**config.mk**
```make
export PLATFORM = sky130hd
export DESIGN_NAME = sreg_slave
export DESIGN_NICKNAME = d
export VERILOG_FILES = /design/src/rtl/sreg_pkg.sv /design/src/rtl/sreg_sync.sv /design/src/rtl/sreg_edge.sv /design/src/rtl/sreg_rx.sv /design/src/rtl/sreg_tx.sv /design/src/rtl/sreg_slave.sv
export SDC_FILE = /design/constraint.sdc
export NUM_CORES = 1
export LEC_CHECK = 0
export BUFFER_PORTS_ARGS = -buffer_cell sky130_fd_sc_hd__buf_2
export CAP_MARGIN = 20
export CORE_MARGIN = 4
export CORE_UTILIZATION = 50
export CTS_CLUSTER_SIZE = 30
export DETAILED_ROUTE_END_ITERATION = 12
export PLACE_DENSITY = 0.8
export SLEW_MARGIN = 30
export SYNTH_ARGS = -nofsm -noshare
export SYNTH_HDL_FRONTEND = slang
export SYNTH_SLANG_ARGS = --single-unit
```
**constraint.sdc**
```tcl
create_clock -name clk -period 2.45 [get_ports clk]
set_input_delay 0.1225 -clock clk [delete_from_list [all_inputs] [get_ports clk]]
set_output_delay 0.1225 -clock clk [all_outputs]
set_load 0.05 [all_outputs]
```
**src/rtl/sreg_pkg.sv**
```systemverilog
package sreg_pkg;
    parameter int ADDR_W = 6;
    parameter int DATA_W = 16;
    parameter int CHK_W  = 8;
    parameter int SYNC_N = 2;

    localparam int HDR_W  = ADDR_W + 2;
    localparam int WORD_W = HDR_W + DATA_W;
    localparam int LONG_W = WORD_W + CHK_W;
    localparam int CNT_W  = $clog2(LONG_W + 1);

    typedef struct packed {
        logic              rnw;
        logic              spare;
        logic [ADDR_W-1:0] addr;
        logic [DATA_W-1:0] data;
    } cmd_t;

    typedef struct packed {
        logic active;
        logic start;
        logic stop;
        logic rise;
        logic fall;
        logic sdi;
    } lnk_t;

    function automatic logic [CNT_W-1:0] need_bits(input logic long_mode);
        return long_mode ? CNT_W'(LONG_W) : CNT_W'(WORD_W);
    endfunction
endpackage

```
**src/rtl/sreg_sync.sv**
```systemverilog
module sreg_sync #(
    parameter int             W       = 3,
    parameter int             STAGES  = 2,
    parameter logic [W-1:0]   RST_VAL = '0
) (
    input  logic         clk,
    input  logic         rst,
    input  logic [W-1:0] d,
    output logic [W-1:0] q
);
    generate
        for (genvar b = 0; b < W; b++) begin : g_bit
            logic [STAGES-1:0] chain;
            always_ff @(posedge clk) begin
                if (rst) chain <= {STAGES{RST_VAL[b]}};
                else     chain <= {chain[STAGES-2:0], d[b]};
            end
            assign q[b] = chain[STAGES-1];
        end
    endgenerate
endmodule

```
**src/rtl/sreg_edge.sv**
```systemverilog
module sreg_edge
    import sreg_pkg::*;
(
    input  logic clk,
    input  logic rst,
    input  logic cs_s,
    input  logic sclk_s,
    input  logic sdi_s,
    output lnk_t lnk
);
    logic cs_q, sclk_q;

    always_ff @(posedge clk) begin
        if (rst) begin
            cs_q   <= 1'b1;
            sclk_q <= 1'b0;
        end else begin
            cs_q   <= cs_s;
            sclk_q <= sclk_s;
        end
    end

    always_comb begin
        lnk.active = ~cs_s;
        lnk.start  = cs_q & ~cs_s;
        lnk.stop   = ~cs_q & cs_s;
        lnk.rise   = ~cs_s & ~sclk_q & sclk_s;
        lnk.fall   = ~cs_s & sclk_q & ~sclk_s;
        lnk.sdi    = sdi_s;
    end

    // no serial clock event is reported while select is high
    p_idle_blocked_r10: assert property (@(posedge clk) disable iff (rst)
        cs_s |-> !(lnk.rise || lnk.fall));
endmodule

```
**src/rtl/sreg_rx.sv**
```systemverilog
module sreg_rx
    import sreg_pkg::*;
(
    input  logic              clk,
    input  logic              rst,
    input  lnk_t              lnk,
    input  logic              chk_mode_i,
    output logic              wr_o,
    output logic              rd_o,
    output logic [ADDR_W-1:0] addr_o,
    output logic [DATA_W-1:0] wdata_o,
    output logic              frame_ok_o,
    output logic [CHK_W-1:0]  chk_o,
    output logic [HDR_W-1:0]  hdr_o
);
    logic [LONG_W-1:0] sh;
    logic [CNT_W-1:0]  cnt;
    logic              long_q;
    logic [CNT_W-1:0]  need;
    logic              done;
    cmd_t              cmd;

    assign need = need_bits(long_q);
    assign done = lnk.stop && (cnt == need);

    always_comb begin
        if (long_q) cmd = cmd_t'(sh[LONG_W-1:CHK_W]);
        else        cmd = cmd_t'(sh[WORD_W-1:0]);
    end

    always_ff @(posedge clk) begin
        if (rst) begin
            sh         <= '0;
            cnt        <= '0;
            long_q     <= 1'b0;
            wr_o       <= 1'b0;
            rd_o       <= 1'b0;
            frame_ok_o <= 1'b0;
            addr_o     <= '0;
            wdata_o    <= '0;
            chk_o      <= '0;
            hdr_o      <= '0;
        end else begin
            wr_o       <= 1'b0;
            rd_o       <= 1'b0;
            frame_ok_o <= 1'b0;
            if (lnk.start) begin
                cnt    <= '0;
                long_q <= chk_mode_i;
            end else if (lnk.fall && (cnt < need)) begin
                sh  <= {sh[LONG_W-2:0], lnk.sdi};
                cnt <= cnt + 1'b1;
            end
            if (done) begin
                frame_ok_o <= 1'b1;
                wr_o       <= ~cmd.rnw;
                rd_o       <= cmd.rnw;
                addr_o     <= cmd.addr;
                hdr_o      <= {cmd.rnw, cmd.spare, cmd.addr};
                if (!cmd.rnw) wdata_o <= cmd.data;
                if (long_q)   chk_o   <= sh[CHK_W-1:0];
            end
        end
    end

    // a frame is either a write or a read, never both
    p_wr_rd_excl_r3: assert property (@(posedge clk) disable iff (rst)
        !(wr_o && rd_o));
    // write strobe lasts one cycle
    p_wr_pulse_r2: assert property (@(posedge clk) disable iff (rst)
        wr_o |=> !wr_o);
    // read request lasts one cycle
    p_rd_pulse_r3: assert property (@(posedge clk) disable iff (rst)
        rd_o |=> !rd_o);
    // bit counter never passes the frame length
    p_cnt_cap_r6: assert property (@(posedge clk) disable iff (rst)
        cnt <= need);
    // a short frame gives no frame-valid pulse
    p_short_drop_r5: assert property (@(posedge clk) disable iff (rst)
        (lnk.stop && (cnt != need)) |=> !frame_ok_o);
endmodule

```
**src/rtl/sreg_tx.sv**
```systemverilog
module sreg_tx
    import sreg_pkg::*;
(
    input  logic              clk,
    input  logic              rst,
    input  lnk_t              lnk,
    input  logic              sdo_en_i,
    input  logic              launch_rise_i,
    input  logic              frame_ok_i,
    input  logic [HDR_W-1:0]  hdr_i,
    input  logic [DATA_W-1:0] rdata_i,
    output logic              sdo_o,
    output logic              sdo_oe_o
);
    logic [HDR_W-1:0]  echo_hdr;
    logic [DATA_W-1:0] echo_data;
    logic              rd_pend;
    logic [WORD_W-1:0] txs;
    logic              fall_seen;
    logic              shift_now;

    assign shift_now = launch_rise_i ? (lnk.rise && fall_seen) : lnk.fall;

    always_ff @(posedge clk) begin
        if (rst) begin
            echo_hdr  <= '0;
            echo_data <= '0;
            rd_pend   <= 1'b0;
        end else begin
            rd_pend <= 1'b0;
            if (frame_ok_i) begin
                echo_hdr  <= hdr_i;
                echo_data <= '0;
                rd_pend   <= hdr_i[HDR_W-1];
            end else if (rd_pend) begin
                echo_data <= rdata_i;
            end
        end
    end

    always_ff @(posedge clk) begin
        if (rst) begin
            txs       <= '0;
            fall_seen <= 1'b0;
        end else if (lnk.start) begin
            txs       <= {echo_hdr, echo_data};
            fall_seen <= 1'b0;
        end else begin
            if (lnk.fall) fall_seen <= 1'b1;
            if (shift_now) txs <= {txs[WORD_W-2:0], 1'b0};
        end
    end

    assign sdo_o    = txs[WORD_W-1];
    assign sdo_oe_o = sdo_en_i & lnk.active;

    // the output shifter moves only on a serial clock event or frame start
    p_hold_r9: assert property (@(posedge clk) disable iff (rst)
        (!lnk.start && !lnk.fall && !lnk.rise) |=> $stable(txs));
    // in rising-launch mode the first rising edge does not shift
    p_first_rise_r9: assert property (@(posedge clk) disable iff (rst)
        (launch_rise_i && lnk.rise && !fall_seen && !lnk.start) |=> $stable(txs));
endmodule

```
**src/rtl/sreg_slave.sv**
```systemverilog
module sreg_slave
    import sreg_pkg::*;
(
    input  logic              clk,
    input  logic              rst,
    input  logic              spi_sclk_i,
    input  logic              spi_cs_n_i,
    input  logic              spi_sdi_i,
    output logic              spi_sdo_o,
    output logic              spi_sdo_oe_o,
    input  logic              sdo_en_i,
    input  logic              launch_rise_i,
    input  logic              chk_mode_i,
    output logic              reg_wr_o,
    output logic              reg_rd_o,
    output logic [ADDR_W-1:0] reg_addr_o,
    output logic [DATA_W-1:0] reg_wdata_o,
    input  logic [DATA_W-1:0] reg_rdata_i,
    output logic              frame_ok_o,
    output logic [CHK_W-1:0]  chk_o
);
    logic [2:0]       pins_s;
    lnk_t             lnk;
    logic [HDR_W-1:0] hdr;

    sreg_sync #(.W(3), .STAGES(SYNC_N), .RST_VAL(3'b100)) u_sync (
        .clk (clk),
        .rst (rst),
        .d   ({spi_cs_n_i, spi_sclk_i, spi_sdi_i}),
        .q   (pins_s)
    );

    sreg_edge u_edge (
        .clk    (clk),
        .rst    (rst),
        .cs_s   (pins_s[2]),
        .sclk_s (pins_s[1]),
        .sdi_s  (pins_s[0]),
        .lnk    (lnk)
    );

    sreg_rx u_rx (
        .clk        (clk),
        .rst        (rst),
        .lnk        (lnk),
        .chk_mode_i (chk_mode_i),
        .wr_o       (reg_wr_o),
        .rd_o       (reg_rd_o),
        .addr_o     (reg_addr_o),
        .wdata_o    (reg_wdata_o),
        .frame_ok_o (frame_ok_o),
        .chk_o      (chk_o),
        .hdr_o      (hdr)
    );

    sreg_tx u_tx (
        .clk           (clk),
        .rst           (rst),
        .lnk           (lnk),
        .sdo_en_i      (sdo_en_i),
        .launch_rise_i (launch_rise_i),
        .frame_ok_i    (frame_ok_o),
        .hdr_i         (hdr),
        .rdata_i       (reg_rdata_i),
        .sdo_o         (spi_sdo_o),
        .sdo_oe_o      (spi_sdo_oe_o)
    );

    // output driver is off whenever select is high at the pins' synchronized view
    p_oe_idle_r8: assert property (@(posedge clk) disable iff (rst)
        pins_s[2] |-> !spi_sdo_oe_o);
endmodule

```
* After elaboration in Yosys (flattened, before gate mapping)
Cells that the tools add are included.
Operators by class: $add $sub $neg 1, magnitude comparators 1, equality and inequality tests 1, muxes and demuxes 6, bitwise operators 15, reduce and logical (&&, ||, !) cells 11
Operators with widths (number):
- two-way mux 24 bit | 3
- NOT 1 bit | 8
- OR reduction 2 bit | 4
- AND 1 bit | 7
- adder 6 x 1 -> 6 bit (second input constant) | 1
- == test 6 bit | 1
- less-than comparator 6 bit | 1
- two-way mux 6 bit | 1
- AND reduction 2 bit | 3
- logical AND 1 bit | 3
- two-way mux 1 bit | 2
- nonzero test 2 bit | 1
Word-level totals: register bits after elaboration 138, input bits 24, output and inout bits 35, word-level logic and storage cells 55

* Logic depth before layout (Yosys ltp)
Gate-level depths: netlist of the first run.
depth after elaboration 7, mapped depth 9, depth with buffers taken out 6

* Cells and area by module
From an unflattened synthesis of the first run, not the netlist that was laid out.
Second synthesis, totals: cells, all modules 618, area total of the unflattened synthesis 5846.9 um^2
Modules (own cells, without submodules):
- sreg_rx | instances 1, cells each 342, area each 3070.4 um^2, seq. area each 1481.4 um^2
- sreg_tx | instances 1, cells each 251, area each 2504.9 um^2, seq. area each 1001.0 um^2
- sreg_sync | instances 1, cells each 15, area each 180.2 um^2, seq. area each 120.1 um^2
- sreg_edge | instances 1, cells each 10, area each 91.3 um^2, seq. area each 40.0 um^2

* Worst setup path after synthesis of the first run
No wires, ideal clock.
kind reg-to-reg, start point register u_rx.long_q, end point register u_rx.cnt[5], setup time 0.070 ns, arrival 2.042 ns, required time 2.380 ns, setup slack 0.337 ns, cell stages (with the launch flop) 8, buffers on the path 1, clock period less this slack 2.113 ns, path through dfxtp_1 -> clkbuf_1 -> inv_1 -> ha_1 -> a21oi_1 -> nand3_2 -> or4_1 -> a21oi_1
On the way: cells in the longest elaborated chain, start to end 3
RTL lines:
- start: declaration | RTL line sreg_rx.sv:18 | logic long_q;
- start signal: assignment | RTL line sreg_rx.sv:49 | long_q <= chk_mode_i;
- two-way mux 6 bit | RTL line sreg_pkg.sv:29 | return long_mode ? CNT_W'(LONG_W) : CNT_W'(WORD_W);
- less-than comparator 6 bit | RTL line sreg_rx.sv:50 | end else if (lnk.fall && (cnt < need)) begin
- logical AND 1 bit | RTL line sreg_rx.sv:50
- end signal: assignment | RTL line sreg_rx.sv:52 | cnt <= cnt + 1'b1;
- end: declaration | RTL line sreg_rx.sv:17 | logic [CNT_W-1:0] cnt;
Every way passes these cells. A chain may end at the register's enable or synchronous reset.

* Worst setup path after layout of the first run
Same ends and word-level chain as after synthesis.

==> metrics.txt, run 1 <==
# TYPE chip_impl_metric gauge
chip_impl_info{name="outcome",value="finished, final reports clean"} 1
chip_impl_metric{name="hold-path-cell-count",unit=""} 2
chip_impl_metric{name="hpwl",unit="mm"} 6.83
chip_impl_metric{name="initialDrtViolationCount",unit=""} 258
chip_impl_metric{name="timing.final.crit_share",unit="%"} 86.4
chip_impl_metric{name="post_synth_num_cell_types",unit=""} 41
chip_impl_info{name="netlist_top_cells_area",value="dfxtp_1, mux2i_1, nor2_1, nand2_1, a211oi_1"} 1
chip_impl_info{name="cp_launch_type",value="register"} 1
chip_impl_info{name="worst_path_cell_with_the_longest_stage_delay",value="or4_1"} 1
chip_impl_info{name="rsz0062_at_grt",value="false"} 1
chip_impl_metric{name="diodes",unit=""} 0
chip_impl_metric{name="power_density",unit="nW/um2"} 784
chip_impl_info{name="ys_dominant_reg_cell",value="dfxtp_1"} 1
chip_impl_metric{name="critPathMaxStageDelay",unit="ns"} 0.50
chip_impl_info{name="worst_setup_path_endpoint",value="u_rx.cnt[5]"} 1
chip_impl_metric{name="gr-total-overflow",unit=""} 0
chip_impl_metric{name="flop_and_latch_count_out_of_synthesis",unit=""} 132
chip_impl_metric{name="areaGrowthSynthToFinish",unit="%"} 21.9
chip_impl_metric{name="number_of_vias_in_the_routed_layout",unit=""} 4017
chip_impl_metric{name="residual_drc_count",unit=""} 0
chip_impl_metric{name="depth_of_the_cts_h_tree",unit=""} 4
chip_impl_metric{name="clkLatencyLatePin",unit="ns"} 0.51
chip_impl_metric{name="drive_gt1_share",unit="%"} 19.1
chip_impl_metric{name="critPathArrivalTime",unit="ns"} 2.55
chip_impl_metric{name="initial_utilization",unit="%"} 51.1
chip_impl_metric{name="synthCells",unit=""} 560
chip_impl_metric{name="via_per_inst",unit=""} 5.23
chip_impl_info{name="critical_path.most_common_cell",value="a21oi_1"} 1
chip_impl_metric{name="tritoncts_num_sinks",unit=""} 132
chip_impl_metric{name="floorplan.die_area",unit="um2"} 12200
chip_impl_metric{name="avgSynthCellArea",unit="um2"} 9.38
chip_impl_metric{name="cap_violations",unit=""} 0
chip_impl_metric{name="setup_violations",unit=""} 0
chip_impl_info{name="clock-root-buffer",value="clkbuf_8"} 1
chip_impl_info{name="cp_cell_instances",value="inv_1, ha_1, a21oi_1, nand3_2, or4_1, a21oi_1"} 1
chip_impl_info{name="reg2reg_to",value="u_rx.cnt[5]"} 1
chip_impl_metric{name="fin_setup_tns",unit="ns"} 0
chip_impl_metric{name="reg2regPathDepth",unit=""} 6
chip_impl_metric{name="floorplan.die.width",unit="um"} 110
chip_impl_metric{name="core-area",unit="um2"} 10300
chip_impl_metric{name="final_net_count",unit=""} 648
chip_impl_metric{name="timing.hold.ws",unit="ns"} 0.129
chip_impl_info{name="synth_top_area_cell",value="dfxtp_1"} 1
chip_impl_metric{name="synth_fp_nets",unit=""} 589
chip_impl_metric{name="cts_made_buffers",unit=""} 17
chip_impl_metric{name="post-route-min-period",unit="ns"} 2.12
chip_impl_metric{name="regToRegSetupSlack",unit="ns"} 0.33
chip_impl_info{name="cp-end-kind",value="register"} 1
chip_impl_metric{name="floorplan.rows",unit=""} 37
chip_impl_metric{name="vdd.ir_drop.worst",unit="uV"} 638
chip_impl_metric{name="crit_fanout",unit=""} 7
chip_impl_metric{name="mapped_area",unit="um2"} 5250
chip_impl_metric{name="die_h",unit="um"} 110
chip_impl_metric{name="synth-edff-count",unit=""} 0
chip_impl_metric{name="finalHoldViolations",unit=""} 0
chip_impl_metric{name="grt_antenna_before_repair",unit=""} 0
chip_impl_metric{name="fmax",unit="GHz"} 0.473
chip_impl_metric{name="grt_start_max_net_pins",unit=""} 63
chip_impl_metric{name="slew_headroom",unit="%"} 56.1
chip_impl_metric{name="gp_routability_congestion",unit=""} 0.820
chip_impl_metric{name="yosysTopAreaCellShare",unit="%"} 50.3
chip_impl_metric{name="ys_async_sr_fraction",unit="%"} 0
chip_impl_metric{name="global_route_wire_length_before_repair",unit="mm"} 17.9
chip_impl_metric{name="yosys_warnings",unit=""} 0
chip_impl_metric{name="drtPass1Iterations",unit=""} 4
chip_impl_metric{name="port-buffer-count",unit=""} 58
chip_impl_metric{name="detail_route.wirelength",unit="mm"} 10.6
chip_impl_metric{name="clk_pin_slew",unit="ns"} 0.06
chip_impl_metric{name="top_level_ports",unit=""} 59
chip_impl_info{name="critical_path_class",value="reg -> reg"} 1
chip_impl_metric{name="worst_slew_pin_slew",unit="ns"} 0.659
chip_impl_info{name="critical_path.reg2reg.startpoint",value="u_rx.long_q"} 1
chip_impl_info{name="holdCritPathClass",value="in -> reg"} 1
chip_impl_metric{name="timing.final.max_slew_violations",unit=""} 0
chip_impl_metric{name="final.setup_skew",unit="ns"} 0.00627
chip_impl_metric{name="detail_route_antenna_nets",unit=""} 0
chip_impl_info{name="critical_path.startpoint",value="u_rx.long_q"} 1
chip_impl_metric{name="global_route.usage.total",unit="%"} 17.5
chip_impl_metric{name="power.static_leakage",unit="nW"} 2.38
chip_impl_info{name="tritoncts",value="done"} 1
chip_impl_metric{name="cts.path.max_buffers",unit=""} 2
chip_impl_metric{name="worst_ep_required_time",unit="ns"} 2.89
chip_impl_metric{name="routedWlPerCell",unit="um"} 13.8
chip_impl_metric{name="yosysSeqAreaShare",unit="%"} 50.3
chip_impl_metric{name="grt_pass1_vias",unit=""} 3917
==> cell families after synthesis <==
logic type               Yosys count  share of synthesized area [%]
multiplexers                      70                           13.4
adder cells (fa/ha/maj)            5                           1.19
buffers and inverters             54                           5.03
flip-flops                       132                           50.3
AO/OA/AOI/OAI                     96                           12.4
AND/OR/NAND/NOR                  200                           17.2
XOR/XNOR                           3                          0.500
==> final cells by class <==
class / instances / area [um2]
Fill cell: 812 / 3880
Sequential cell: 132 / 2640
Multi-Input combinational cell: 374 / 2360
Timing Repair Buffer: 88 / 568
Clock buffer: 18 / 428
Clock inverter: 14 / 209
Tap cell: 136 / 170
Inverter: 6 / 22.5
==> state kept, by name (all words and copies together) (netlist names), 6 cells and up <==
name and flops:
u_rx.sh 32, u_tx.txs 24, u_rx.wdata_o 16, u_tx.echo_data 16, u_rx.chk_o 8, u_rx.hdr_o 8
u_tx.echo_hdr 8, u_rx.cnt 6, u_sync.g_bit.chain 6
==> metrics by stage <==
step | instance area [um2] | utilization (%) | total power, W | cells | setup slack [ns]
floorplan | 5250 | - | 0.00234 | 560 | 0.337
global placement | 5560 | 54.1 | 0.00237 | 716 | 0.481
detailed placement | 5560 | 54.1 | 0.00238 | 716 | 0.374
CTS | 6400 | 62.3 | 0.00506 | 768 | 0.345
global route | 6400 | 62.3 | 0.00518 | 768 | 0.196
finish | 6400 | 62.3 | 0.00502 | 768 | 0.334
==> repair_timing <==
| action | CTS | global route |
|---|---|---|
| hold buffers | 20 | 0 |
| buffers inserted | 0 | 0 |
| gates resized for setup | 0 | 0 |
| hold endpoints to repair | 20 | 0 |
==> per-layer routing <==
layer / share of wire (%) / vias to the layer above / wire (um) / global-route usage, %
met5: 0 / - / 0 / 0
met3: 3.7 / 21 / 393 / 4.88
li1: - / 2037 / - / -
met4: 1.9 / 0 / 202 / 6.57
met2: 52 / 71 / 5450 / 30.3
met1: 43 / 1888 / 4520 / 20.4
==> worst max-delay path: cells and delay by family, from the launching register on <==
kind                     cells  cell delay [ns]
AO/OA/AOI/OAI                2             0.53
adder cells (fa/ha/maj)      1             0.36
buffers and inverters        1             0.09
flip-flops                   1             0.36
AND/OR/NAND/NOR              2             0.70
==> placed cells by master (no fill, tap or decap), types with 7 or more instances in the layout <==
master         count
buf_4             11
nor2_1            79
a21oi_1           45
dfxtp_1          132
clkbuf_16         16
nand3_1           11
dlygate4sd3_1     20
nand2_1           76
a211oi_1          36
nor2b_1            7
buf_2             57
a211oi_2          10
mux2i_1           69
==> synthesized netlist by cell type, types with 3 or more instances <==
master / count
dfxtp_1: 132
nor2_1: 79
nand2_1: 76
mux2i_1: 69
a21oi_1: 45
a211oi_1: 36
clkbuf_1: 21
buf_2: 16
nand3_1: 11
a211oi_2: 10
buf_4: 9
nor2b_1: 7
inv_1: 6
ha_1: 5
or2_2: 4
nand2b_1: 3
nand4_1: 3
==> report_power, final <==
part / internal (W) / switching, W
Sequential: 0.00217 / 0.0000146
Combinational: 0.0000752 / 0.0000940
Clock: 0.00177 / 0.000892
Total: 0.00402 / 0.00100
==> worst min-delay path by stage <==
stage / startpoint / to
2_1_floorplan: spi_cs_n_i / u_sync.g_bit[2].chain[0]
3_3_place_gp: spi_cs_n_i / u_sync.g_bit[2].chain[0]
3_5_place_dp: spi_cs_n_i / u_sync.g_bit[2].chain[0]
6_report: rst / u_tx.rd_pend
4_1_cts: rst / u_tx.echo_hdr[0]
5_1_grt: rst / u_tx.echo_hdr[0]
Note: power is estimated with default switching activity, not from simulation.
==> run 2: changes to the inputs <==
--- a/config.mk
+++ b/config.mk
@@ -8,10 +8,10 @@
 export BUFFER_PORTS_ARGS = -buffer_cell sky130_fd_sc_hd__buf_2
 export CAP_MARGIN = 20
 export CORE_MARGIN = 4
-export CORE_UTILIZATION = 50
+export CORE_UTILIZATION = 58
 export CTS_CLUSTER_SIZE = 30
 export DETAILED_ROUTE_END_ITERATION = 12
-export PLACE_DENSITY = 0.8
+export PLACE_DENSITY = 0.79
 export SLEW_MARGIN = 30
 export SYNTH_ARGS = -nofsm -noshare
 export SYNTH_HDL_FRONTEND = slang
==> run 2 against run 1 <==
  * Worst setup slack got worse by 0.049 ns
  * Global-route usage increased by 5.0 points
  * Final cell count decreased by 3.8%
  * Routed wire length increased by 4.8%
  * Clock-buffer cell count increased by 2
  * Sequential power about the same
==> metrics.txt, run 2 (synthesized netlist as in run 1, its figures left out) <==
# TYPE chip_impl_metric gauge
chip_impl_metric{name="diodes",unit=""} 0
chip_impl_metric{name="grt_start_max_net_pins",unit=""} 57
chip_impl_metric{name="place_ws",unit="ns"} 0.357
chip_impl_metric{name="timing.final.max_slew_violations",unit=""} 0
chip_impl_metric{name="final_net_count",unit=""} 647
chip_impl_metric{name="wl_met1",unit="mm"} 4.93
chip_impl_metric{name="crit_fanout",unit=""} 7
chip_impl_metric{name="totalPowerFinal",unit="W"} 0.00499
chip_impl_metric{name="vdd.ir_drop.worst",unit="uV"} 592
chip_impl_info{name="critical_path_class",value="reg -> reg"} 1
chip_impl_metric{name="post-route-min-period",unit="ns"} 2.17
chip_impl_metric{name="drtPass1Iterations",unit=""} 4
chip_impl_metric{name="power.static_leakage",unit="nW"} 2.38
chip_impl_metric{name="detail_route_antenna_nets",unit=""} 0
chip_impl_info{name="holdCritPathClass",value="in -> reg"} 1
chip_impl_metric{name="setup_violations",unit=""} 0
chip_impl_metric{name="gp_routability_congestion",unit=""} 0.829
chip_impl_metric{name="finalHoldViolations",unit=""} 0
chip_impl_metric{name="fin_setup_tns",unit="ns"} 0
chip_impl_metric{name="post_cts_buffers",unit=""} 0
chip_impl_metric{name="detail_route.wirelength",unit="mm"} 11.1
chip_impl_metric{name="initialDrtViolationCount",unit=""} 235
chip_impl_metric{name="drive_gt1_share",unit="%"} 18.9
chip_impl_metric{name="hold_buffers",unit=""} 20
chip_impl_metric{name="floorplan.rows",unit=""} 34
chip_impl_metric{name="port-buffer-count",unit=""} 58
chip_impl_info{name="cp-end-kind",value="register"} 1
chip_impl_info{name="clock-root-buffer",value="clkbuf_8"} 1
chip_impl_metric{name="residual_drc_count",unit=""} 0
chip_impl_metric{name="via_per_inst",unit=""} 5.50
chip_impl_metric{name="power_density",unit="nW/um2"} 786
chip_impl_metric{name="worst_ep_required_time",unit="ns"} 2.88
chip_impl_info{name="most_common_library_cell_in_the_layout_ignoring_fill_and_taps",value="dfxtp_1"} 1
chip_impl_metric{name="global_route.usage.total",unit="%"} 22.4
chip_impl_metric{name="route.met3.wl",unit="um"} 442
chip_impl_metric{name="fmax",unit="GHz"} 0.462
chip_impl_metric{name="number_of_vias_in_the_routed_layout",unit=""} 4062
chip_impl_info{name="layout.cells.most_common_list",value="dfxtp_1, nor2_1, nand2_1"} 1
chip_impl_metric{name="critPathArrivalTime",unit="ns"} 2.60
chip_impl_metric{name="met2WireLength",unit="mm"} 5.55
chip_impl_metric{name="worst_slew_pin_slew",unit="ns"} 0.939
chip_impl_metric{name="grt_pass1_vias",unit=""} 3964
chip_impl_metric{name="timing.final.crit_share",unit="%"} 88.4
chip_impl_metric{name="depth_of_the_cts_h_tree",unit=""} 4
chip_impl_metric{name="setup_slack",unit="ns"} 0.285
chip_impl_metric{name="clk_pin_slew",unit="ns"} 0.06
chip_impl_metric{name="largest_register_ff_count",unit=""} 32
chip_impl_info{name="highest_layer",value="met4"} 1
chip_impl_metric{name="routedWlPerCell",unit="um"} 15.0
chip_impl_info{name="outcome",value="finished, final reports clean"} 1
chip_impl_info{name="cp_launch_type",value="register"} 1
chip_impl_metric{name="tritoncts_num_sinks",unit=""} 132
chip_impl_metric{name="top_level_ports",unit=""} 59
chip_impl_metric{name="hpwl",unit="mm"} 6.59
chip_impl_metric{name="global_route_wire_length_before_repair",unit="mm"} 18.6
chip_impl_metric{name="cts_repair_resizes",unit=""} 0
chip_impl_metric{name="initial_utilization",unit="%"} 59.9
chip_impl_info{name="tritoncts",value="done"} 1
chip_impl_metric{name="slew_headroom",unit="%"} 37.3
chip_impl_metric{name="grt_antenna_before_repair",unit=""} 0
chip_impl_metric{name="clkLatencyLatePin",unit="ns"} 0.51
chip_impl_info{name="rsz0062_at_grt",value="false"} 1
chip_impl_metric{name="floorplan.die.width",unit="um"} 103
chip_impl_metric{name="core-area",unit="um2"} 8760
chip_impl_metric{name="die_h",unit="um"} 103
chip_impl_metric{name="final.setup_skew",unit="ns"} 0.00848
chip_impl_metric{name="floorplan.die_area",unit="um2"} 10600
chip_impl_metric{name="cap_violations",unit=""} 0
chip_impl_info{name="top_regs",value="u_rx.sh: 32 flops, u_tx.txs: 24 flops"} 1
chip_impl_metric{name="gr-total-overflow",unit=""} 0
chip_impl_metric{name="areaGrowthSynthToFinish",unit="%"} 20.8
chip_impl_metric{name="cts_made_buffers",unit=""} 17
chip_impl_metric{name="cts.path.max_buffers",unit=""} 2
chip_impl_metric{name="finish.utilization",unit="%"} 72.4
chip_impl_info{name="regMostFlops",value="u_rx.sh"} 1
run 2: where the power goes:
part	switching (W)	internal, W	total, W
combinational	0.0000959	0.0000758	0.000172
sequential	0.0000149	0.00217	0.00219
clock	0.000921	0.00171	0.00263
run 2: worst max-delay path: stages (launching register included):
cell and delay (ns):
dfxtp_1 0.35, inv_1 0.10, ha_1 0.37, a21oi_1 0.39
nand3_2 0.20, or4_1 0.51, a21oi_1 0.17
run 2: through the flow:
step	instance area [um2]	hold WS (ns)	std cells
3_5_place_dp	5520	0.311	687
6_report	6340	0.107	739
2_1_floorplan	5250	0.226	560
4_1_cts	6340	0.0985	739
3_3_place_gp	5520	0.304	687
5_1_grt	6340	0.124	739
run 2: area by class of cell:
cell class | instances | area, um2
clock buffers | 20 | 445
clock inverters | 12 | 176
fillers | 620 | 2420
inverters | 6 | 22.5
multi-input cells | 374 | 2360
flip-flops and latches | 132 | 2640
well taps | 108 | 135
repair buffers | 87 | 561
run 2: path summary, 6_finish.rpt:
check,cells after the start,from,endpoint,slack [ns]
min,2,rst,u_rx.long_q,0.11
max reg2reg,6,u_rx.long_q,u_rx.cnt[5],0.28
max,6,u_rx.long_q,u_rx.cnt[5],0.28
min reg2reg,1,u_sync.g_bit[2].chain[0],u_sync.g_bit[2].chain[1],0.41
run 2: per-layer routing:
| metal | vias up | track usage (%) |
|---|---|---|
| met1 | 1909 | 28.2 |
| met5 | - | 0 |
| met3 | 14 | 6.43 |
| met2 | 101 | 37.0 |
| met4 | 0 | 7.77 |
| li1 | 2038 | - |
==> run 3: changes to the inputs <==
--- a/config.mk
+++ b/config.mk
@@ -5,14 +5,17 @@
 export SDC_FILE = /design/constraint.sdc
 export NUM_CORES = 1
 export LEC_CHECK = 0
+export ABC_AREA = 1
 export BUFFER_PORTS_ARGS = -buffer_cell sky130_fd_sc_hd__buf_2
 export CAP_MARGIN = 20
 export CORE_MARGIN = 4
-export CORE_UTILIZATION = 58
+export CORE_UTILIZATION = 61
+export CTS_BUF_LIST = sky130_fd_sc_hd__clkbuf_8
 export CTS_CLUSTER_SIZE = 30
 export DETAILED_ROUTE_END_ITERATION = 12
-export PLACE_DENSITY = 0.79
+export PLACE_DENSITY = 0.82
 export SLEW_MARGIN = 30
 export SYNTH_ARGS = -nofsm -noshare
 export SYNTH_HDL_FRONTEND = slang
+export SYNTH_HIERARCHICAL = 1
 export SYNTH_SLANG_ARGS = --single-unit
==> run 3 against run 2 <==
  * Worst setup slack improved by 0.26 ns
  * First-iteration DRC count up 120%
  * Critical path type unchanged
  * Largest power group unchanged
  * Via count is 33% higher
  * Critical endpoint is now u_rx/wdata_o[4]
  * Global-route usage up 2.8 points
  * Sequential power barely moved
  * Total power is 6.1% lower
  * Synthesized area rose by 15%
==> metrics.txt, run 3 <==
# TYPE chip_impl_metric gauge
chip_impl_info{name="regMostFlops",value="u_rx/sh"} 1
chip_impl_info{name="critical_path.reg2reg.startpoint",value="u_rx/long_q"} 1
chip_impl_metric{name="core-area",unit="um2"} 9420
chip_impl_metric{name="synthCells",unit=""} 872
chip_impl_metric{name="clkPwrFrac",unit="%"} 47.6
chip_impl_info{name="cp_launch_type",value="register"} 1
chip_impl_info{name="synthTopCellsByCount",value="nand2_1, nor2_1, dfxtp_1"} 1
chip_impl_metric{name="tritoncts_num_sinks",unit=""} 132
chip_impl_metric{name="routedWlPerCell",unit="um"} 12.7
chip_impl_metric{name="port-buffer-count",unit=""} 58
chip_impl_metric{name="swShare",unit="%"} 21.5
chip_impl_metric{name="post-route-min-period",unit="ns"} 1.91
chip_impl_metric{name="final.setup_skew",unit="ns"} 0.00825
chip_impl_metric{name="top_level_ports",unit=""} 59
chip_impl_metric{name="slew_headroom",unit="%"} 42.5
chip_impl_metric{name="totalPowerFinal",unit="W"} 0.00468
chip_impl_metric{name="fmax",unit="GHz"} 0.524
chip_impl_metric{name="finalHoldViolations",unit=""} 0
chip_impl_metric{name="clkLatencyLatePin",unit="ns"} 0.42
chip_impl_metric{name="diodes",unit=""} 0
chip_impl_metric{name="clk_pin_slew",unit="ns"} 0.08
chip_impl_info{name="rsz0062_at_grt",value="false"} 1
chip_impl_metric{name="final_net_count",unit=""} 953
chip_impl_info{name="cp_top_family",value="simple AND/OR/NAND/NOR gates"} 1
chip_impl_metric{name="worst_ep_required_time",unit="ns"} 2.82
chip_impl_info{name="layout.cells.most_common_list",value="nand2_1, nor2_1, dfxtp_1"} 1
chip_impl_metric{name="depth_of_the_cts_h_tree",unit=""} 4
chip_impl_metric{name="globalRouteMet1Util",unit="%"} 31.6
chip_impl_info{name="most_frequent_cell_after_synthesis",value="nand2_1"} 1
chip_impl_metric{name="floorplan.rows",unit=""} 35
chip_impl_metric{name="synth_fp_nets",unit=""} 901
chip_impl_metric{name="yosysTopAreaCellShare",unit="%"} 43.9
chip_impl_metric{name="grt.met2_usage",unit="%"} 42.3
chip_impl_info{name="cp-end-kind",value="register"} 1
chip_impl_metric{name="worst_slew_pin_slew",unit="ns"} 0.858
chip_impl_metric{name="number_of_vias_in_the_routed_layout",unit=""} 5409
chip_impl_metric{name="timing.final.crit_share",unit="%"} 77.8
chip_impl_info{name="top_usage_layer",value="met2"} 1
chip_impl_metric{name="gr-total-overflow",unit=""} 0
chip_impl_metric{name="detail_route_antenna_nets",unit=""} 0
chip_impl_metric{name="path_buf_inv",unit=""} 1
chip_impl_metric{name="cts_repair_resizes",unit=""} 0
chip_impl_metric{name="vdd.ir_drop.worst",unit="uV"} 758
chip_impl_metric{name="mapped_area",unit="um2"} 6010
chip_impl_metric{name="cts.path.max_buffers",unit=""} 2
chip_impl_metric{name="initialDrtViolationCount",unit=""} 511
chip_impl_metric{name="die_h",unit="um"} 107
chip_impl_metric{name="yosysSeqAreaShare",unit="%"} 43.9
chip_impl_metric{name="grt_start_max_net_pins",unit=""} 58
chip_impl_metric{name="areaGrowthSynthToFinish",unit="%"} 14.0
chip_impl_metric{name="synth-edff-count",unit=""} 0
chip_impl_metric{name="setup_violations",unit=""} 0
chip_impl_metric{name="critPathMaxStageDelay",unit="ns"} 0.37
chip_impl_metric{name="yosys_warnings",unit=""} 6
chip_impl_metric{name="fin_setup_tns",unit="ns"} 0
chip_impl_info{name="worst_path_cell_with_the_longest_stage_delay",value="dfxtp_1"} 1
chip_impl_metric{name="critPathArrivalTime",unit="ns"} 2.27
chip_impl_metric{name="p_sw",unit="W"} 0.00101
chip_impl_info{name="netlist_top_cells_area",value="dfxtp_1, nand2_1, nor2_1, inv_1, nand3_1"} 1
chip_impl_info{name="clock-root-buffer",value="clkbuf_8"} 1
chip_impl_info{name="holdCritPathClass",value="in -> reg"} 1
chip_impl_metric{name="post_cts_buffers",unit=""} 0
chip_impl_metric{name="detail_route.wirelength",unit="mm"} 13.6
chip_impl_metric{name="globalRouteMet3Util",unit="%"} 6.12
chip_impl_info{name="top_regs",value="u_rx/sh: 32 flops, u_tx/txs: 24 flops"} 1
chip_impl_info{name="critical_path_class",value="reg -> reg"} 1
chip_impl_metric{name="sequential_cell_fraction_of_total_power",unit="%"} 46.8
chip_impl_metric{name="crit_fanout",unit=""} 17
chip_impl_metric{name="power_density",unit="nW/um2"} 683
chip_impl_info{name="hp-start",value="chk_mode_i"} 1
chip_impl_metric{name="hpwl",unit="mm"} 8.70
chip_impl_metric{name="grt_pass1_vias",unit=""} 5218
chip_impl_metric{name="global_route.usage.total",unit="%"} 25.2
chip_impl_info{name="cp_cell_instances",value="inv_1, ha_1, nand2_2, nor2_4, nand3_2, nor2_4, nand2_1, nand2_1"} 1
chip_impl_info{name="outcome",value="finished, final reports clean"} 1
chip_impl_metric{name="power.static_leakage",unit="nW"} 3.10
chip_impl_metric{name="via_per_inst",unit=""} 5.07
chip_impl_metric{name="intPower",unit="W"} 0.00367
chip_impl_metric{name="cts_made_buffers",unit=""} 17
chip_impl_metric{name="timing.final.max_slew_violations",unit=""} 0
chip_impl_info{name="critical_path.startpoint",value="u_rx/long_q"} 1
chip_impl_metric{name="post_synth_num_cell_types",unit=""} 30
chip_impl_metric{name="ys_async_sr_fraction",unit="%"} 0
chip_impl_metric{name="floorplan.die_area",unit="um2"} 11500
chip_impl_info{name="most_common_library_cell_in_the_layout_ignoring_fill_and_taps",value="nand2_1"} 1
chip_impl_metric{name="floorplan.die.width",unit="um"} 107
chip_impl_metric{name="grt_antenna_before_repair",unit=""} 0
chip_impl_metric{name="flop_and_latch_count_out_of_synthesis",unit=""} 132
chip_impl_metric{name="largest_register_ff_count",unit=""} 32
chip_impl_info{name="tritoncts",value="done"} 1
chip_impl_metric{name="cap_violations",unit=""} 0
chip_impl_metric{name="drtPass1Iterations",unit=""} 5
chip_impl_metric{name="drive_gt1_share",unit="%"} 12.4
chip_impl_metric{name="power.share.combinational",unit="%"} 5.6
chip_impl_metric{name="initial_utilization",unit="%"} 63.9
chip_impl_metric{name="residual_drc_count",unit=""} 0
chip_impl_metric{name="avgSynthCellArea",unit="um2"} 6.90
chip_impl_metric{name="gp_routability_congestion",unit=""} 0.825
chip_impl_info{name="synth_top_area_cell",value="dfxtp_1"} 1
chip_impl_metric{name="global_route_wire_length_before_repair",unit="mm"} 23.5
chip_impl_info{name="ys_dominant_reg_cell",value="dfxtp_1"} 1
[run 3: cell count changes after synthesis, sizes merged, moves of 46 or more]
cell	change
nand2	+185
inv	+89
mux2i	-69
nor2	+66
nand3	+54
o21ai	+49
a211oi	-46
[run 3: worst min-delay path: stages]
cell	delay, ns
buf_2	0.08
o21ai_0	0.10
a21oi_1	0.12
[run 3: metal layers]
layer | share of wire (%) | wire, um
met1 | 43 | 5880
met2 | 49 | 6620
met3 | 5.7 | 770
met4 | 2.3 | 315
met5 | 0 | 0
[run 3: through the flow]
stage                     area (um2)  utilization (%)  worst slack, ns  instances  hold WS (ns)
after CTS                       6850             72.8            0.569       1066        0.0105
after global placement          6130             65.2            0.723       1012         0.306
after floorplan                 6010                -            0.502        872         0.192
final                           6850             72.8            0.543       1066        0.0392
after detailed placement        6130             65.2            0.603       1012         0.307
after global routing            6850             72.8            0.361       1066        0.0317
[run 3: worst paths after layout]
kind / cells after the start / endpoint / slack (ns)
worst max-delay path: 8 / u_rx/wdata_o[4] / 0.54
worst min-delay path: 3 / u_rx/long_q / 0.04
worst max register to register: 8 / u_rx/wdata_o[4] / 0.54
worst min register to register: 2 / u_sync/g_bit[1].chain[1] / 0.41
[run 3: layout make-up]
type,instances,area [um2]
timing repair buffer,90,598
clock buffer,20,275
sequential,132,2640
fill,720,2560
multi-input combinational,587,2580
inverter,96,368
clock inverter,12,224
tap,129,161
[run 3: repair_timing]
item                                    4_1_cts  5_1_grt
endpoints found under the setup margin        0        0
hold endpoints to repair                     21        0
hold buffers                                 22        0
[run 3: power by group through the flow]
| stage | Combinational [W] | Clock, W | Sequential [W] |
|---|---|---|---|
| after global routing | 0.000298 | 0.00236 | 0.00219 |
| after detailed placement | 0.000230 | 0 | 0.00224 |
| after CTS | 0.000259 | 0.00226 | 0.00219 |
| after global placement | 0.000222 | 0 | 0.00224 |
| final | 0.000262 | 0.00223 | 0.00219 |
| after floorplan | 0.000190 | 0 | 0.00224 |
[run 3: logic make-up (layout without fill, tap and decap cells)]
kind of cell / count (synthesis) / after routing / synth area share (%)
buffers and inverters: 153 / 218 / 13.1
DFF: 132 / 132 / 43.9
and+or+nand+nor: 508 / 508 / 35.6
xor gates and xnor gates: 1 / 1 / 0.146
AOI/OAI and AO/OA: 73 / 73 / 6.14
adders and majority gates: 5 / 5 / 1.04
